$ cat src/rtl/ramclr_pkg.sv
package ramclr_pkg;

    typedef enum logic [1:0] {
        ST_CLEAR = 2'd0,
        ST_RUN   = 2'd1,
        ST_TEST  = 2'd2
    } seq_state_t;

    localparam int          HADDR_W      = 8;
    localparam logic [7:0]  CFG_OFS      = 8'h40;
    localparam logic [7:0]  STAT_OFS     = 8'h44;
    localparam int          CFG_BUSY_BIT = 31;
    localparam int          CFG_STOP_BIT = 25;
    localparam int          CFG_SRST_BIT = 24;
    localparam logic [31:0] CFG_RESET    = 32'h8200_00F0;
    localparam logic [31:0] CFG_WMASK    = 32'h7CFF_FFFF;
    localparam int          STAT_BUSY    = 0;
    localparam int          STAT_ERR     = 1;

endpackage

$ cat src/rtl/ramclr_seq.sv
module ramclr_seq
    import ramclr_pkg::*;
#(
    parameter int ADDR_W = 4
) (
    input  logic              clk,
    input  logic              rst_n,
    input  logic              srst_req,
    input  logic              stop,
    output seq_state_t        state,
    output logic [ADDR_W-1:0] cnt,
    output logic              busy,
    output logic              hold,
    output logic              idle
);
    localparam logic [ADDR_W-1:0] LAST = '1;

    seq_state_t nxt;

    // state register
    always_ff @(posedge clk or negedge rst_n) begin
        if (!rst_n) begin
            state <= ST_CLEAR;
            cnt   <= '0;
        end else begin
            state <= nxt;
            cnt   <= (state == ST_CLEAR) ? cnt + 1'b1 : '0;
        end
    end

    // transitions
    always_comb begin
        nxt = state;
        unique case (state)
            ST_CLEAR: if (cnt == LAST) nxt = stop ? ST_TEST : ST_RUN;
            ST_RUN: begin
                if (srst_req)  nxt = ST_CLEAR;
                else if (stop) nxt = ST_TEST;
            end
            ST_TEST: begin
                if (srst_req)   nxt = ST_CLEAR;
                else if (!stop) nxt = ST_RUN;
            end
            default: nxt = ST_CLEAR;
        endcase
    end

    // outputs
    always_comb begin
        busy = 1'b0;
        hold = 1'b1;
        idle = 1'b0;
        unique case (state)
            ST_CLEAR: begin busy = 1'b1; idle = 1'b1; end
            ST_RUN:   hold = 1'b0;
            ST_TEST:  hold = 1'b1;
            default:  hold = 1'b1;
        endcase
    end

endmodule

$ cat src/rtl/ramclr_regs.sv
module ramclr_regs
    import ramclr_pkg::*;
(
    input  logic               clk,
    input  logic               rst_n,
    input  logic               busy,
    input  logic               req,
    input  logic               we,
    input  logic [HADDR_W-1:0] addr,
    input  logic [31:0]        wdata,
    output logic [31:0]        rdata,
    output logic               stop,
    output logic               srst_req
);
    logic [31:0] cfg_q;
    logic        err_q;
    logic [31:0] rd_val;
    logic        allowed;

    always_comb begin
        unique case (addr)
            CFG_OFS: begin
                rd_val = cfg_q & CFG_WMASK;
                rd_val[CFG_BUSY_BIT] = busy;
                rd_val[CFG_STOP_BIT] = stop;
                rd_val[CFG_SRST_BIT] = srst_req;
            end
            STAT_OFS: begin
                rd_val = '0;
                rd_val[STAT_BUSY] = busy;
                rd_val[STAT_ERR]  = err_q;
            end
            default: rd_val = '0;
        endcase
    end

    assign allowed = !we && ((addr == CFG_OFS) || (addr == STAT_OFS));

    always_ff @(posedge clk or negedge rst_n) begin
        if (!rst_n) begin
            cfg_q    <= CFG_RESET & CFG_WMASK;
            stop     <= CFG_RESET[CFG_STOP_BIT];
            srst_req <= 1'b0;
            err_q    <= 1'b0;
            rdata    <= '0;
        end else begin
            srst_req <= 1'b0;
            rdata    <= '0;
            if (req) begin
                if (busy) begin
                    if (allowed) rdata <= rd_val;
                    else         err_q <= 1'b1;
                end else if (we) begin
                    if (addr == CFG_OFS) begin
                        cfg_q    <= wdata & CFG_WMASK;
                        stop     <= wdata[CFG_STOP_BIT];
                        srst_req <= wdata[CFG_SRST_BIT];
                    end else if (addr == STAT_OFS && wdata[STAT_ERR]) begin
                        err_q <= 1'b0;
                    end
                end else begin
                    rdata <= rd_val;
                end
            end
        end
    end

endmodule

$ cat src/rtl/ramclr_arb.sv
module ramclr_arb
    import ramclr_pkg::*;
#(
    parameter int NUM_RAMS = 2,
    parameter int ADDR_W   = 4,
    parameter int RAM_W    = 16,
    parameter int SEL_W    = 1
) (
    input  logic                             clk,
    input  logic                             rst_n,
    input  seq_state_t                       state,
    input  logic [ADDR_W-1:0]                cnt,
    input  logic                             eng_en,
    input  logic                             eng_we,
    input  logic [SEL_W-1:0]                 eng_sel,
    input  logic [ADDR_W-1:0]                eng_addr,
    input  logic [RAM_W-1:0]                 eng_wdata,
    output logic [RAM_W-1:0]                 eng_rdata,
    input  logic                             tst_en,
    input  logic                             tst_we,
    input  logic [SEL_W-1:0]                 tst_sel,
    input  logic [ADDR_W-1:0]                tst_addr,
    input  logic [RAM_W-1:0]                 tst_wdata,
    output logic [RAM_W-1:0]                 tst_rdata,
    output logic [NUM_RAMS-1:0]              ram_en,
    output logic [NUM_RAMS-1:0]              ram_we,
    output logic [NUM_RAMS-1:0][ADDR_W-1:0]  ram_addr,
    output logic [NUM_RAMS-1:0][RAM_W-1:0]   ram_wd,
    input  logic [NUM_RAMS-1:0][RAM_W-1:0]   ram_rd
);
    logic             tst_rd_q, eng_rd_q;
    logic [SEL_W-1:0] tst_sel_q, eng_sel_q;

    for (genvar i = 0; i < NUM_RAMS; i++) begin : g_port
        always_comb begin
            ram_en[i]   = 1'b0;
            ram_we[i]   = 1'b0;
            ram_addr[i] = '0;
            ram_wd[i]   = '0;
            unique case (state)
                ST_CLEAR: begin
                    ram_en[i]   = 1'b1;
                    ram_we[i]   = 1'b1;
                    ram_addr[i] = cnt;
                end
                ST_TEST: begin
                    ram_en[i]   = tst_en && (tst_sel == SEL_W'(i));
                    ram_we[i]   = tst_we;
                    ram_addr[i] = tst_addr;
                    ram_wd[i]   = tst_wdata;
                end
                ST_RUN: begin
                    ram_en[i]   = eng_en && (eng_sel == SEL_W'(i));
                    ram_we[i]   = eng_we;
                    ram_addr[i] = eng_addr;
                    ram_wd[i]   = eng_wdata;
                end
                default: ram_en[i] = 1'b0;
            endcase
        end
    end

    always_ff @(posedge clk or negedge rst_n) begin
        if (!rst_n) begin
            tst_rd_q  <= 1'b0;
            eng_rd_q  <= 1'b0;
            tst_sel_q <= '0;
            eng_sel_q <= '0;
        end else begin
            tst_rd_q  <= (state == ST_TEST) && tst_en && !tst_we;
            eng_rd_q  <= (state == ST_RUN) && eng_en && !eng_we;
            tst_sel_q <= tst_sel;
            eng_sel_q <= eng_sel;
        end
    end

    assign tst_rdata = tst_rd_q ? ram_rd[tst_sel_q] : '0;
    assign eng_rdata = eng_rd_q ? ram_rd[eng_sel_q] : '0;

endmodule

$ cat src/rtl/ramclr_ram.sv
module ramclr_ram #(
    parameter int ADDR_W = 4,
    parameter int RAM_W  = 16
) (
    input  logic              clk,
    input  logic              en,
    input  logic              we,
    input  logic [ADDR_W-1:0] addr,
    input  logic [RAM_W-1:0]  wd,
    output logic [RAM_W-1:0]  rd
);
    localparam int DEPTH = 1 << ADDR_W;

    logic [RAM_W-1:0] mem [DEPTH];

    always_ff @(posedge clk) begin
        if (en) begin
            if (we) mem[addr] <= wd;
            else    rd        <= mem[addr];
        end
    end

endmodule

$ cat src/rtl/ramclr_ctrl.sv
module ramclr_ctrl
    import ramclr_pkg::*;
#(
    parameter int NUM_RAMS = 2,
    parameter int ADDR_W   = 4,
    parameter int RAM_W    = 16,
    parameter int SEL_W    = (NUM_RAMS > 1) ? $clog2(NUM_RAMS) : 1
) (
    input  logic              clk,
    input  logic              rst_n,
    input  logic              host_req,
    input  logic              host_we,
    input  logic [7:0]        host_addr,
    input  logic [31:0]       host_wdata,
    output logic [31:0]       host_rdata,
    output logic              init_busy,
    output logic              if_idle,
    output logic              eng_hold,
    input  logic              eng_en,
    input  logic              eng_we,
    input  logic [SEL_W-1:0]  eng_sel,
    input  logic [ADDR_W-1:0] eng_addr,
    input  logic [RAM_W-1:0]  eng_wdata,
    output logic [RAM_W-1:0]  eng_rdata,
    input  logic              tst_en,
    input  logic              tst_we,
    input  logic [SEL_W-1:0]  tst_sel,
    input  logic [ADDR_W-1:0] tst_addr,
    input  logic [RAM_W-1:0]  tst_wdata,
    output logic [RAM_W-1:0]  tst_rdata
);
    seq_state_t                      state;
    logic [ADDR_W-1:0]               clr_cnt;
    logic                            stop, srst_req;
    logic [NUM_RAMS-1:0]             ram_en, ram_we;
    logic [NUM_RAMS-1:0][ADDR_W-1:0] ram_addr;
    logic [NUM_RAMS-1:0][RAM_W-1:0]  ram_wd, ram_rd;

    ramclr_seq #(.ADDR_W(ADDR_W)) u_seq (
        .clk(clk), .rst_n(rst_n), .srst_req(srst_req), .stop(stop),
        .state(state), .cnt(clr_cnt), .busy(init_busy), .hold(eng_hold),
        .idle(if_idle)
    );

    ramclr_regs u_regs (
        .clk(clk), .rst_n(rst_n), .busy(init_busy), .req(host_req),
        .we(host_we), .addr(host_addr), .wdata(host_wdata),
        .rdata(host_rdata), .stop(stop), .srst_req(srst_req)
    );

    ramclr_arb #(
        .NUM_RAMS(NUM_RAMS), .ADDR_W(ADDR_W), .RAM_W(RAM_W), .SEL_W(SEL_W)
    ) u_arb (
        .clk(clk), .rst_n(rst_n), .state(state), .cnt(clr_cnt),
        .eng_en(eng_en), .eng_we(eng_we), .eng_sel(eng_sel),
        .eng_addr(eng_addr), .eng_wdata(eng_wdata), .eng_rdata(eng_rdata),
        .tst_en(tst_en), .tst_we(tst_we), .tst_sel(tst_sel),
        .tst_addr(tst_addr), .tst_wdata(tst_wdata), .tst_rdata(tst_rdata),
        .ram_en(ram_en), .ram_we(ram_we), .ram_addr(ram_addr),
        .ram_wd(ram_wd), .ram_rd(ram_rd)
    );

    for (genvar i = 0; i < NUM_RAMS; i++) begin : g_ram
        ramclr_ram #(.ADDR_W(ADDR_W), .RAM_W(RAM_W)) u_ram (
            .clk(clk), .en(ram_en[i]), .we(ram_we[i]), .addr(ram_addr[i]),
            .wd(ram_wd[i]), .rd(ram_rd[i])
        );
    end

endmodule

$ cat config.mk
export PLATFORM = sky130hd
export DESIGN_NAME = ramclr_ctrl
export DESIGN_NICKNAME = d
export VERILOG_FILES = /design/src/rtl/ramclr_pkg.sv /design/src/rtl/ramclr_seq.sv /design/src/rtl/ramclr_regs.sv /design/src/rtl/ramclr_arb.sv /design/src/rtl/ramclr_ram.sv /design/src/rtl/ramclr_ctrl.sv
export SDC_FILE = /design/constraint.sdc
export NUM_CORES = 1
export LEC_CHECK = 0
export CAP_MARGIN = 10
export CORE_MARGIN = 4
export CORE_UTILIZATION = 44
export DETAILED_ROUTE_END_ITERATION = 16
export DONT_BUFFER_PORTS = 1
export GPL_ROUTABILITY_DRIVEN = 0
export GPL_TIMING_DRIVEN = 0
export PLACE_DENSITY = 0.57
export SETUP_SLACK_MARGIN = 0.1
export SYNTH_ARGS = -nofsm -noshare
export SYNTH_HDL_FRONTEND = slang
export SYNTH_SLANG_ARGS = --single-unit
export TNS_END_PERCENT = 100
$ cat constraint.sdc
create_clock -name clk -period 6.6 [get_ports clk]
set_input_delay 1.65 -clock clk [delete_from_list [all_inputs] [get_ports clk]]
set_output_delay 1.65 -clock clk [all_outputs]
set_load 0.05 [all_outputs]
==> Word level (Yosys, flattened, before mapping) <==
Memory sizes are Yosys's and may differ from the RTL's. A register that Yosys moved wholly into a read port is not among the register bits.
Index checks and enable logic that the tools add are counted.
{ "classes": {"n_bitwise": 4, "mul": 0, "add_sub_neg": 1, "n_shift": 0, "muxes": 40, "order_cmp": 2, "div_mod_pow": 0, "n_reduce_logical": 22, "n_eq_ne": 10} }
{ "op_table": {"columns": ["op", "count"], "rows": [
  ["$mux W32", 4],
  ["$mux W16", 6],
  ["$pmux W32 S2", 1],
  ["$pmux W16 S2", 1],
  ["$eq A8 B7 Y1 const B", 2],
  ["$mux W1", 16],
  ["$mux W2", 6],
  ["$pmux W4 S3", 1],
  ["$logic_and A1 B1 Y1", 10],
  ["$pmux W1 S3", 3],
  ["$ne A3 B3 Y1 const B", 2],
  ["$pmux W2 S3", 1],
  ["$reduce_and A5 Y1", 1],
  ["$add A4 B1 Y4 const B", 1],
  ["$eq A4 B4 Y1 const B", 1],
  ["$lt A1 B2 Y1 const B", 2],
  ["$mux W4", 1],
  ["$ne A2 B2 Y1 const B", 2],
  ["$not A1 Y1", 4],
  ["$reduce_and A2 Y1", 2],
  ["$reduce_and A4 Y1", 1],
  ["$reduce_bool A2 Y1", 2],
  ["$logic_not A1 Y1", 3],
  ["$reduce_and A3 Y1", 1],
  ["5 further kinds", 5]
]} }
{ "totals": {"inputBits": 90, "mem_bits_rw": 512, "mem_count": 2, "output_inout_bits": 67, "word_cells": 92, "romBits": 0, "latchBits": 0, "ff_bits": 74} }
{ "mem_list": {"columns": ["memory", "depth", "word_bits", "rd", "rd_ports_with_merged_regs", "write_ports", "line_no", "source"], "rows": [
  ["g_ram[0].u_ram.mem", 16, 16, 1, 1, 1, "ramclr_ram.sv:14", "logic [RAM_W-1:0] mem [DEPTH];"],
  ["g_ram[1].u_ram.mem", 16, 16, 1, 1, 1, "ramclr_ram.sv:14", null]
]} }

==> Logic depth before layout (Yosys ltp) <==
Gate-level depths: netlist (run 1).
{ "logic_depth": {"word_depth": 6, "ltp_mapped": 12, "mapped_depth_nobuf": 7} }

==> Modules after synthesis <==
From an unflattened synthesis (run 1), not the netlist that was laid out.
{ "unflattened": {"cells_unflattened": 1212, "area_unflattened_um2": 24577.3} }
{ "modules_own_cells": {"columns": ["module", "n_inst", "seq_area_each_um2", "cells_per_inst", "area_per_inst_um2"], "rows": [
  ["ramclr_ram", 2, 8167.8, 438, 10253.6],
  ["ramclr_regs", 1, 1607.8, 149, 2469.9],
  ["ramclr_arb", 1, 100.1, 161, 1295.0],
  ["ramclr_seq", 1, 150.1, 26, 305.3]
]} }

==> Least setup slack after synthesis (run 1) <==
Ideal clock, no wire load.
{ "synth_path": {"path_kind": "input -> register", "from": "in eng_addr[0]", "to": "mem g_ram[0].u_ram.mem[10][0] (enable)", "setup_slack_ps": 2423, "required_time_ps": 6212, "setup_ps": 388, "n_path_buf": 5, "arrival_time_ps": 3789, "stages": 8, "cell_sequence": "a222oi_1 -> buf_2 -> buf_4 -> buf_4 -> buf_2 -> buf_2 -> nand3_1 -> nor2_1"} }
{ "synth_between": {"elab_chain_len": 1} }
{ "synth_rtl": {"columns": ["element", "line_no", "source"], "rows": [
  ["start, declared", "ramclr_ctrl.sv:22", "input logic [ADDR_W-1:0] eng_addr,"],
  ["$pmux W4 S3", "ramclr_arb.sv:40", "unique case (state)"],
  ["end, declared", "ramclr_ram.sv:14", null]
]} }
No other way between the ends.

==> Worst setup path in the final report (run 1) <==
{ "layout_path": {"from": "reg u_seq.state[0]", "to": "reg g_ram[0].u_ram.rd[12] (read register of g_ram[0].u_ram.mem) (data pin)"} }
{ "layout_between": {"elab_chain_len": 4, "word_cells_on_any_way": 8, "cone_classes": "eq/ne (2); mux (3); bitwise (1); reduce/logical (2)"} }
{ "layout_rtl": {"columns": ["element", "line_no", "source"], "rows": [
  ["start, declared", "ramclr_seq.sv:10", "output seq_state_t state,"],
  ["start signal, assigned", "ramclr_seq.sv:26", "state <= nxt;"],
  ["$eq A2 B1 Y1, or another cell as far along", "ramclr_arb.sv:40", null],
  ["$pmux W1 S3", "ramclr_arb.sv:40", null],
  ["$not A1 Y1 (no source line)", null, null],
  ["$reduce_and A2 Y1 (no source line)", null, null],
  ["end, declared", "ramclr_ram.sv:10", "output logic [RAM_W-1:0] rd"]
]} }
Parallel ways exist; a longest one is shown, timed or not.
A chain may end at the register's enable or synchronous reset.

==> results of run 1 <==
path summary, 6_finish.rpt:
kind	from	to	slack, ns	depth (start not counted)
max	u_seq.state[0]	g_ram[0].u_ram.rd[12]	1.46	9
min	u_regs.cfg_q[11]	u_regs.rdata[11]	0.47	1
max reg2reg	u_seq.state[0]	g_ram[0].u_ram.rd[12]	1.46	9
min reg2reg	u_regs.cfg_q[11]	u_regs.rdata[11]	0.47	1
max in group asynchronous	rst_n	u_regs.cfg_q[4]	5.65	0
min in group asynchronous	rst_n	u_regs.cfg_q[20]	0.74	0
synth_stat cells, drive strengths merged (3+ instances only):
cell type | instances | area (µm²)
nor3b | 3 | 32.53
a222oi | 5 | 50.05
nand4 | 24 | 150.1
nor3 | 8 | 45.04
nor2 | 106 | 416.7
nor2b | 75 | 469.2
and3 | 8 | 50.05
or3b | 3 | 26.28
dfrtp | 69 | 1727
nand4bb | 6 | 67.56
nand2b | 4 | 25.02
buf | 57 | 317.8
nand2 | 82 | 307.8
clkbuf | 41 | 153.9
a2111oi | 29 | 254.0
or4b | 3 | 30.03
a221oi | 4 | 35.03
o21ai | 6 | 30.03
a21o | 26 | 195.2
ha | 5 | 62.56
a21oi | 88 | 440.4
mux2i | 128 | 1281
and2 | 32 | 200.2
mux2 | 45 | 506.7
o221ai | 24 | 210.2
nand3 | 9 | 45.04
edfxtp | 544 | 16340
a22o | 7 | 61.31
o22ai | 3 | 18.77
o2bb2ai | 25 | 219.0
dfstp | 5 | 131.4
a22oi | 31 | 232.7
inv | 7 | 26.28
nand3b | 49 | 367.9
kinds of logic after synthesis:
family | Yosys count | share of synthesized area (%)
AO/OA/AOI/OAI | 255 | 7.332
multiplexers | 173 | 7.260
flip-flops | 618 | 73.88
buffers and inverters | 105 | 2.022
adder cells (fa/ha/maj) | 5 | 0.2540
AND/OR/NAND/NOR | 416 | 9.181
XOR/XNOR | 2 | 0.07114
per-stage QoR:
step,instances,area (µm²),power [mW],hold slack [ns]
2_1_floorplan,1574,24630,7.846,0.4494
3_3_place_gp,2322,25560,9.635,0.4556
3_5_place_dp,2369,26440,10.05,0.4626
4_1_cts,2492,28550,13.64,0.4717
5_1_grt,2494,28560,14.11,0.4868
6_report,2494,28560,13.57,0.4664
power groups by stage:
stage / registers [mW] / clock network, mW / logic, mW
after global routing: 5.31 / 3.84 / 4.96
after global placement: 5.39 / 0 / 4.24
after detailed placement: 5.35 / 0 / 4.69
final: 5.28 / 3.60 / 4.69
after CTS: 5.28 / 3.66 / 4.71
after floorplan: 5.32 / 0 / 2.52
flip-flops by register name, indices dropped and copies added (netlist names):
signal,count
u_arb.eng_rd_q,1
u_regs.err_q,1
u_regs.cfg_q,29
g_ram.u_ram.mem,512
u_seq.state,2
u_regs.stop,1
u_seq.cnt,4
u_arb.eng_sel_q,1
u_arb.tst_rd_q,1
u_arb.tst_sel_q,1
g_ram.u_ram.rd,32
u_regs.srst_req,1
u_regs.rdata,32
per-layer routing:
layer	share of wire, %	wire (µm)
met3	6.4	4250
met2	47	31460
met5	0	0
met1	44	29070
met4	2.7	1768
critical path, delay by kind of cell, from the launching register on:
family,cells,cell delay [ns]
flip-flops,1,0.41
adder cells (fa/ha/maj),1,0.64
buffers and inverters,3,0.92
AO/OA/AOI/OAI,3,2.10
AND/OR/NAND/NOR,2,0.63
cell type report:
| type | instances | area, µm² |
|---|---|---|
| sequential | 618 | 18190 |
| clock inverter | 34 | 287.8 |
| timing repair buffer | 48 | 664.4 |
| multi-input combinational | 851 | 6155 |
| inverter | 7 | 26.28 |
| buffer | 98 | 471.7 |
| antenna | 1 | 2.502 |
| clock buffer | 89 | 1822 |
| fill | 4572 | 26640 |
| tap | 748 | 935.9 |
==> results.ini, run 1 <==
[outcome]
status=finished clean

[setup_path]
worst_ep_required_time_ns=6.78
crit_path_max_fanout=10
crit_path_cell_trace=inv_1, ha_1, a222oi_1, buf_4, a41oi_1, clkbuf_1, nor2b_1, a2111oi_1, nand4_1
worstSetupEndpointType=register
slowest_delay_ns=0.94
crit_slowest_cell=a2111oi_1
start_kind=register
worst-setup-path-type=reg -> reg
critPathArrivalTime_ns=5.32

[floorplanning]
core-area_um2=55200
initial_core_util_pct=44.61
dieHeight_um=244.6
die_w_um=244.6
io_pins=157
num_rows=86
dieArea_um2=59820

[global_route]
track_usage_pct=22.04
grt_pass1_vias=13901
grt_pass1_wl_um=95850
grt_antenna_before_repair=1
grt_max_degree=75
use_met1_pct=31.49
grt.busiest_layer=met2
grt_use_met3_pct=3.640
met2_usage_pct=34.84
grt-ovfl-total=0

[power]
p_leak_nw=10.10
clkPwrFrac_pct=26.6
netSwitchingPower_mw=4.915
p_int_mw=8.655
p_comb_share_pct=34.6
seqPwrFrac_pct=38.9
max-vdd-ir-drop_v=0.0002822
power_density_nw_per_um2=475.1
sw_frac_of_total_pct=36.22

[detailed_routing]
drc=0
wl_per_cell_um=26.68
via_count=14106
detail-route-antenna-nets=0
drt-total-wl_um=66550
via_per_inst=5.656
drtIter0Drc=1346
dr.pass1.iters=6

[logic_synthesis]
syn-instance-count=1574
yosys_warnings=0
synthesis.nets=1669
async_reset_ff_share_pct=11.97
synthFlopType=edfxtp_1
synthDistinctLibCells=54
seq_area_frac_synth_pct=73.88
synth_edf_count=544
avgSynthCellArea_um2=15.65
synth-seq-cells=618
synth_area_um2=24630

[cts]
cts.sink_count=618
cts-root-buf=clkbuf_16
cts_tree=done
postCtsResizedCells=0
cts_hold_buf=0
clk_latency_ns=0.61
cts_buffer_depth=3
htreeDepth=3
post_cts_buffers=0
cts_made_buffers=67
cts.clk_slew.worst_paths_ns=0.06

[timing]
worst_slack_ns=1.464
setup_viol=0
rsz0062_at_grt=false
hold_viol=0
min_period_over_period_pct=77.82
tns_ns=0
tightestPinTransition_ns=1.287
skew_ns=0.02182
max_freq_mhz=194.7
drv_slew=0
fin_crit_ns=5.136
slew_headroom_pct=13.54

[min_path]
holdCritPathClass=reg -> reg

[placed_design]
port_buffers=0
pre_cts_slack_ns=1.124
dp_hpwl_um=45710

[cells_and_area]
mostFrequentLayoutCell=edfxtp_1
syn2layout_area_growth_pct=15.97
drive_above_1_share_pct=16.73
utilization_pct=51.74
layout_common_cells=edfxtp_1 (544), mux2i_1 (128), a21oi_1 (88), nand2_1 (82), nor2_1 (73)
nNetsFinal=1786

[run]
drv_cap=0

Power figures use the tool's default switching activity.
==> run 2, diff against run 1 <==
PLACE_DENSITY = 0.59   (was 0.57)
clock period = 4.6 ns   (was 6.6 ns; I/O delays follow)
==> run 2 against run 1 <==
Hold slack got worse by 0.21 ns. Clock-buffer cell count rose by 2. Global-route usage fell by 0.054 points. Via count rose by 0.42%. Cell count fell by 0.40%. Sequential power rose by 44%. Non-clock buffer count fell by 6. Power rose by 43%. Highest routed layer unchanged. Sequential share of layout area rose by 0.070 points.
==> results.ini, run 2 (synthesis results as in run 1) <==
[cts]
cts_buffer_depth=3  ; unchanged
clk_latency_ns=0.59  ; was 0.61 ns
cts-root-buf=clkbuf_16  ; unchanged
cts.clk_slew.worst_paths_ns=0.06  ; about the same
htreeDepth=3  ; unchanged
cts_tree=done  ; unchanged
cts.sink_count=618  ; unchanged
post_cts_buffers=0  ; unchanged
cts_made_buffers=67  ; unchanged

[cells_and_area]
largest-register=g_ram.u_ram.mem  ; unchanged
drive_above_1_share_pct=17.18  ; was 16.73%
reg_top3=g_ram.u_ram.mem: 512 flops, g_ram.u_ram.rd: 32 flops, u_regs.rdata: 32 flops  ; unchanged
mostFrequentLayoutCell=edfxtp_1  ; unchanged
syn2layout_area_growth_pct=15.84  ; was 15.97%
nNetsFinal=1780  ; was 1786
final_cell_count_no_fill=2484  ; was 2494
stdcell_area_um2=28530  ; was 28560 µm²
largest_reg_flops=512  ; unchanged
layout_common_cells=edfxtp_1 (544), mux2i_1 (128), a21oi_1 (88), nand2_1 (82), nor2_1 (74)  ; was edfxtp_1 (544), mux2i_1 (128), a21oi_1 (88), nand2_1 (82), nor2_1 (73)
utilization_pct=51.68  ; was 51.74%

[global_route]
grt-ovfl-total=0  ; unchanged
grt_pass1_wl_um=95810  ; was 95850 µm
grt_pass1_vias=14059  ; was 13901
grt_antenna_before_repair=1  ; unchanged
track_usage_pct=21.99  ; was 22.04%
grt_max_degree=75  ; unchanged

[detailed_routing]
dr.pass1.iters=5  ; was 6
drc=0  ; unchanged
drt-total-wl_um=66270  ; was 66550 µm
detail-route-antenna-nets=0  ; unchanged
drtIter0Drc=1470  ; was 1346
wl_per_cell_um=26.68  ; about the same
via_per_inst=5.702  ; was 5.656
via_count=14165  ; was 14106

[floorplanning]
dieHeight_um=244.6  ; unchanged
dieArea_um2=59820  ; unchanged
num_rows=86  ; unchanged
core-area_um2=55200  ; unchanged
die_w_um=244.6  ; unchanged
initial_core_util_pct=44.61  ; unchanged
io_pins=157  ; unchanged

[setup_path]
crit_path_cell_trace=clkbuf_1, clkbuf_1, mux2i_1, nor2b_1  ; was inv_1, ha_1, a222oi_1, buf_4, a41oi_1, clkbuf_1, nor2b_1, a2111oi_1, nand4_1
worst-setup-path-type=reg -> out  ; was reg -> reg
worst_ep_required_time_ns=3.45  ; was 6.78 ns
slowest_delay_ns=0.76  ; was 0.94 ns
worstSetupEndpointType=output port  ; was register
critPathBufInv=2  ; was 3
crit_slowest_cell=nor2b_1  ; was a2111oi_1
critPathTopFamily=buffers and inverters  ; was compound AO/OA/AOI/OAI gates
cp_common_cell=clkbuf_1
crit_path_max_fanout=10  ; unchanged
critPathArrivalTime_ns=3.29  ; was 5.32 ns
start_kind=register  ; unchanged

[min_path]
holdCritPathClass=in -> async  ; was reg -> reg

[placed_design]
port_buffers=0  ; unchanged
placed_cells=2363  ; was 2369
dp_hpwl_um=45430  ; was 45710 µm
pre_cts_slack_ns=-0.4106  ; was 1.124 ns
placed_area_um2=26310  ; was 26440 µm²

[timing]
min_period_over_period_pct=96.44
finalHoldWorstSlack_ns=0.2606  ; was 0.4664 ns
slew_headroom_pct=17.32  ; was 13.54%
skew_ns=0.02014  ; was 0.02182 ns
max_freq_mhz=225.4
fin_crit_ns=4.436
worst_slack_ns=0.1637  ; was 1.464 ns
rsz0062_at_grt=true  ; was false
tns_ns=0  ; unchanged
setup_viol=0  ; unchanged
hold_viol=0  ; unchanged
drv_slew=0  ; unchanged
tightestPinTransition_ns=1.231  ; was 1.287 ns

[power]
power_density_nw_per_um2=681.2  ; was 475.1 nW/µm²
power.total_mw=19.43  ; was 13.57 mW
p_leak_nw=10.08  ; was 10.10 nW
max-vdd-ir-drop_v=0.0002920  ; was 0.0002822 V

[outcome]
status=finished clean  ; unchanged

[run]
drv_cap=0  ; unchanged

[run 2: per-layer routing]
metal | vias to the layer above | routed length (µm) | GRT usage (%)
met5 | - | 0 | 0
met4 | 0 | 2128 | 7.484
met3 | 106 | 4982 | 4.068
met2 | 543 | 31680 | 35.37
met1 | 7242 | 27480 | 30.40
li1 | 6274 | - | -
[run 2: path summary, 6_finish.rpt]
check                                  from                    end  slack, ns  cells after the start
max reg2reg                  u_seq.state[0]  g_ram[1].u_ram.rd[15]       0.21                     10
min in group clk           u_regs.cfg_q[22]       u_regs.rdata[22]       0.46                      1
min reg2reg                u_regs.cfg_q[22]       u_regs.rdata[22]       0.46                      1
min                                   rst_n           u_regs.err_q       0.26                      0
max in group asynchronous             rst_n            u_regs.stop       4.14                      0
max                         u_arb.eng_sel_q          eng_rdata[11]       0.16                      4
[run 2: area by class of cell]
| type | instances | area (µm²) |
|---|---|---|
| Buffer | 98 | 478.0 |
| Multi-Input combinational cell | 851 | 6211 |
| Fill cell | 4545 | 26670 |
| Inverter | 7 | 26.28 |
| Clock buffer | 91 | 1934 |
| Timing Repair Buffer | 42 | 550.5 |
| Antenna cell | 1 | 2.502 |
| Clock inverter | 28 | 195.2 |
| Sequential cell | 618 | 18190 |
| Tap cell | 748 | 935.9 |
[run 2: repair_timing]
action,CTS,global route
resized for setup,7,13
setup endpoints to repair,6,202
hold buffers,0,0
pin swaps,0,1
[run 2: report_power, final]
part           switching (mW)  internal (mW)
registers               0.190           7.39
clock network            2.08           3.10
logic                    4.69           1.98
==> run 3, diff against run 2 <==
PLACE_DENSITY = 0.57   (was 0.59)
clock period = 4.5 ns   (was 4.6 ns; I/O delays follow)
==> run 3 against run 2 <==
Critical path depth increased by 6. Non-clock buffer count increased by 9. Register-to-register slack got worse by 0.05 ns. Core utilization increased by 0.34 points. Final area increased by 0.65%. Setup slack improved by 0.00082 ns. First-iteration DRC count increased by 1.6%. Cell count increased by 0.52%. Critical path type is now reg -> reg. Largest power group unchanged.
==> results.ini, run 3 (synthesis results as in run 1) <==
[timing]
max_freq_mhz=230.7
slew_headroom_pct=14.68  ; was 17.32%
tightestPinTransition_ns=1.248  ; was 1.231 ns
hold_viol=0  ; unchanged
drv_slew=0  ; unchanged
min_period_over_period_pct=96.34
setup_viol=0  ; unchanged
finalHoldWorstSlack_ns=0.2151  ; was 0.2606 ns
tns_ns=0  ; unchanged
worst_slack_ns=0.1646  ; was 0.1637 ns
fin_crit_ns=4.335
rsz0062_at_grt=false  ; was true
skew_ns=0.02264  ; was 0.02014 ns

[detailed_routing]
drtIter0Drc=1493  ; was 1470
wl_per_cell_um=26.66  ; was 26.68 µm
via_count=14068  ; was 14165
detail-route-antenna-nets=0  ; unchanged
drc=0  ; unchanged
via_per_inst=5.634  ; was 5.702
dr.pass1.iters=6  ; was 5
drt-total-wl_um=66570  ; was 66270 µm

[power]
p_leak_nw=10.15  ; was 10.08 nW
power_density_nw_per_um2=695.8  ; was 681.2 nW/µm²
max-vdd-ir-drop_v=0.0004183  ; was 0.0002920 V

[floorplanning]
num_rows=86  ; unchanged
dieArea_um2=59820  ; unchanged
dieHeight_um=244.6  ; unchanged
initial_core_util_pct=44.61  ; unchanged
core-area_um2=55200  ; unchanged
io_pins=157  ; unchanged
die_w_um=244.6  ; unchanged

[placed_design]
dp_hpwl_um=45710  ; was 45430 µm
pre_cts_slack_ns=-0.5752  ; was -0.4106 ns
placed_area_um2=26440  ; was 26310 µm²
placed_cells=2369  ; was 2363
port_buffers=0  ; unchanged

[setup_path]
r2r-start=u_seq.state[0]  ; unchanged
worst-setup-path-type=reg -> reg  ; was reg -> out
critPathArrivalTime_ns=4.56  ; was 3.29 ns
crit_path_max_fanout=10  ; unchanged
startpoint=u_seq.state[0]  ; was u_arb.eng_sel_q
worstSetupEndpointType=register  ; was output port
start_kind=register  ; unchanged
worst_ep_required_time_ns=4.73  ; was 3.45 ns

[cells_and_area]
largest-register=g_ram.u_ram.mem  ; unchanged
final_cell_count_no_fill=2497  ; was 2484
nNetsFinal=1789  ; was 1780
fill_cells=4557  ; was 4545
stdcell_area_um2=28710  ; was 28530 µm²
syn2layout_area_growth_pct=16.59  ; was 15.84%
layout_common_cells=edfxtp_1 (544), mux2i_1 (128), a21oi_1 (88), nand2_1 (82), nor2_1 (72)  ; was edfxtp_1 (544), mux2i_1 (128), a21oi_1 (88), nand2_1 (82), nor2_1 (74)
largest_reg_flops=512  ; unchanged
reg_top3=g_ram.u_ram.mem: 512 flops, g_ram.u_ram.rd: 32 flops, u_regs.rdata: 32 flops  ; unchanged
drive_above_1_share_pct=17.62  ; was 17.18%
mostFrequentLayoutCell=edfxtp_1  ; unchanged

[cts]
cts_tree=done  ; unchanged
cts_buffer_depth=3  ; unchanged
htreeDepth=3  ; unchanged
cts.clk_slew.worst_paths_ns=0.06  ; about the same
cts_made_buffers=67  ; unchanged
cts-root-buf=clkbuf_16  ; unchanged
cts.sink_count=618  ; unchanged
clk_latency_ns=0.60  ; was 0.59 ns

[global_route]
grt_max_degree=75  ; unchanged
grt_antenna_before_repair=1  ; unchanged
grt_pass1_vias=13926  ; was 14059
grt_pass1_wl_um=95970  ; was 95810 µm
grt-ovfl-total=0  ; unchanged
track_usage_pct=22.06  ; was 21.99%

[run]
drv_cap=0  ; unchanged

[min_path]
holdCritPathClass=in -> async  ; unchanged

[outcome]
status=finished clean  ; unchanged

## run 3: cell count changes in the layout (fill, tap and decap cells not counted), moves of 4 or more
cell       previous run  this run
clkbuf_16            73        69
nor2b_2              15         7
nor2_2               31        27
nor2_4                0         6
nor2b_1              49        54
buf_16                3         7
## run 3: final timing paths
kind	end	slack [ns]	cells past startpoint
hold / removal	u_regs.rdata[13]	0.22	0
setup / recovery	g_ram[0].u_ram.rd[6]	0.16	10
max in group asynchronous	u_regs.cfg_q[5]	4.08	0
hold reg to reg	u_regs.rdata[11]	0.47	1
min in group clk	u_regs.rdata[11]	0.47	1
setup reg to reg	g_ram[0].u_ram.rd[6]	0.16	10
## run 3: metal layers
layer / part of all wire [%] / global-route usage [%]
met5: 0 / 0
met4: 2.7 / 7.250
met3: 6.1 / 3.750
met2: 47 / 34.80
met1: 44 / 31.47
## run 3: area by class of cell
type	instances	area, µm²	share of cell area, %
clock inverters	34	287.8	1.002
flip-flops and latches	618	18190	63.37
well taps	748	935.9	3.260
clock buffers	89	1822	6.345
diodes	1	2.502	0.008715
plain buffers	98	479.2	1.669
multi-input cells	851	6279	21.87
inverters	7	26.28	0.09151
repair buffers	51	686.9	2.392
## run 3: through the flow
step / power [mW] / util, %
5_1_grt: 20.80 / 52.02
6_report: 19.98 / 52.02
3_3_place_gp: 14.13 / 46.31
3_5_place_dp: 14.74 / 47.90
4_1_cts: 20.06 / 51.85
2_1_floorplan: 11.51 / -
## run 3: critical path, cell delays in order (launching register included)
cell       delay (ns)
dfrtp_1          0.39
inv_1            0.08
ha_1             0.19
buf_2            0.17
a222oi_1         0.54
buf_2            0.30
clkbuf_1         0.66
mux2i_1          0.27
nor2_1           0.06
a2111oi_0        0.88
nand4bb_1        0.41
## run 3: timing repair
action / in CTS / in global routing
gates resized for setup: 17 / 11
pin swaps: 1 / 1
setup buffers: 0 / 3
hold buffers: 0 / 0
setup endpoints to repair: 60 / 184
## run 3: power by group
group	switching, mW	total, mW	leakage (nW)	internal, mW
clock	2.19	5.28	1.02	3.09
combinational	4.85	6.96	3.09	2.11
sequential	0.188	7.74	6.03	7.55
total	7.23	20.0	10.1	12.7
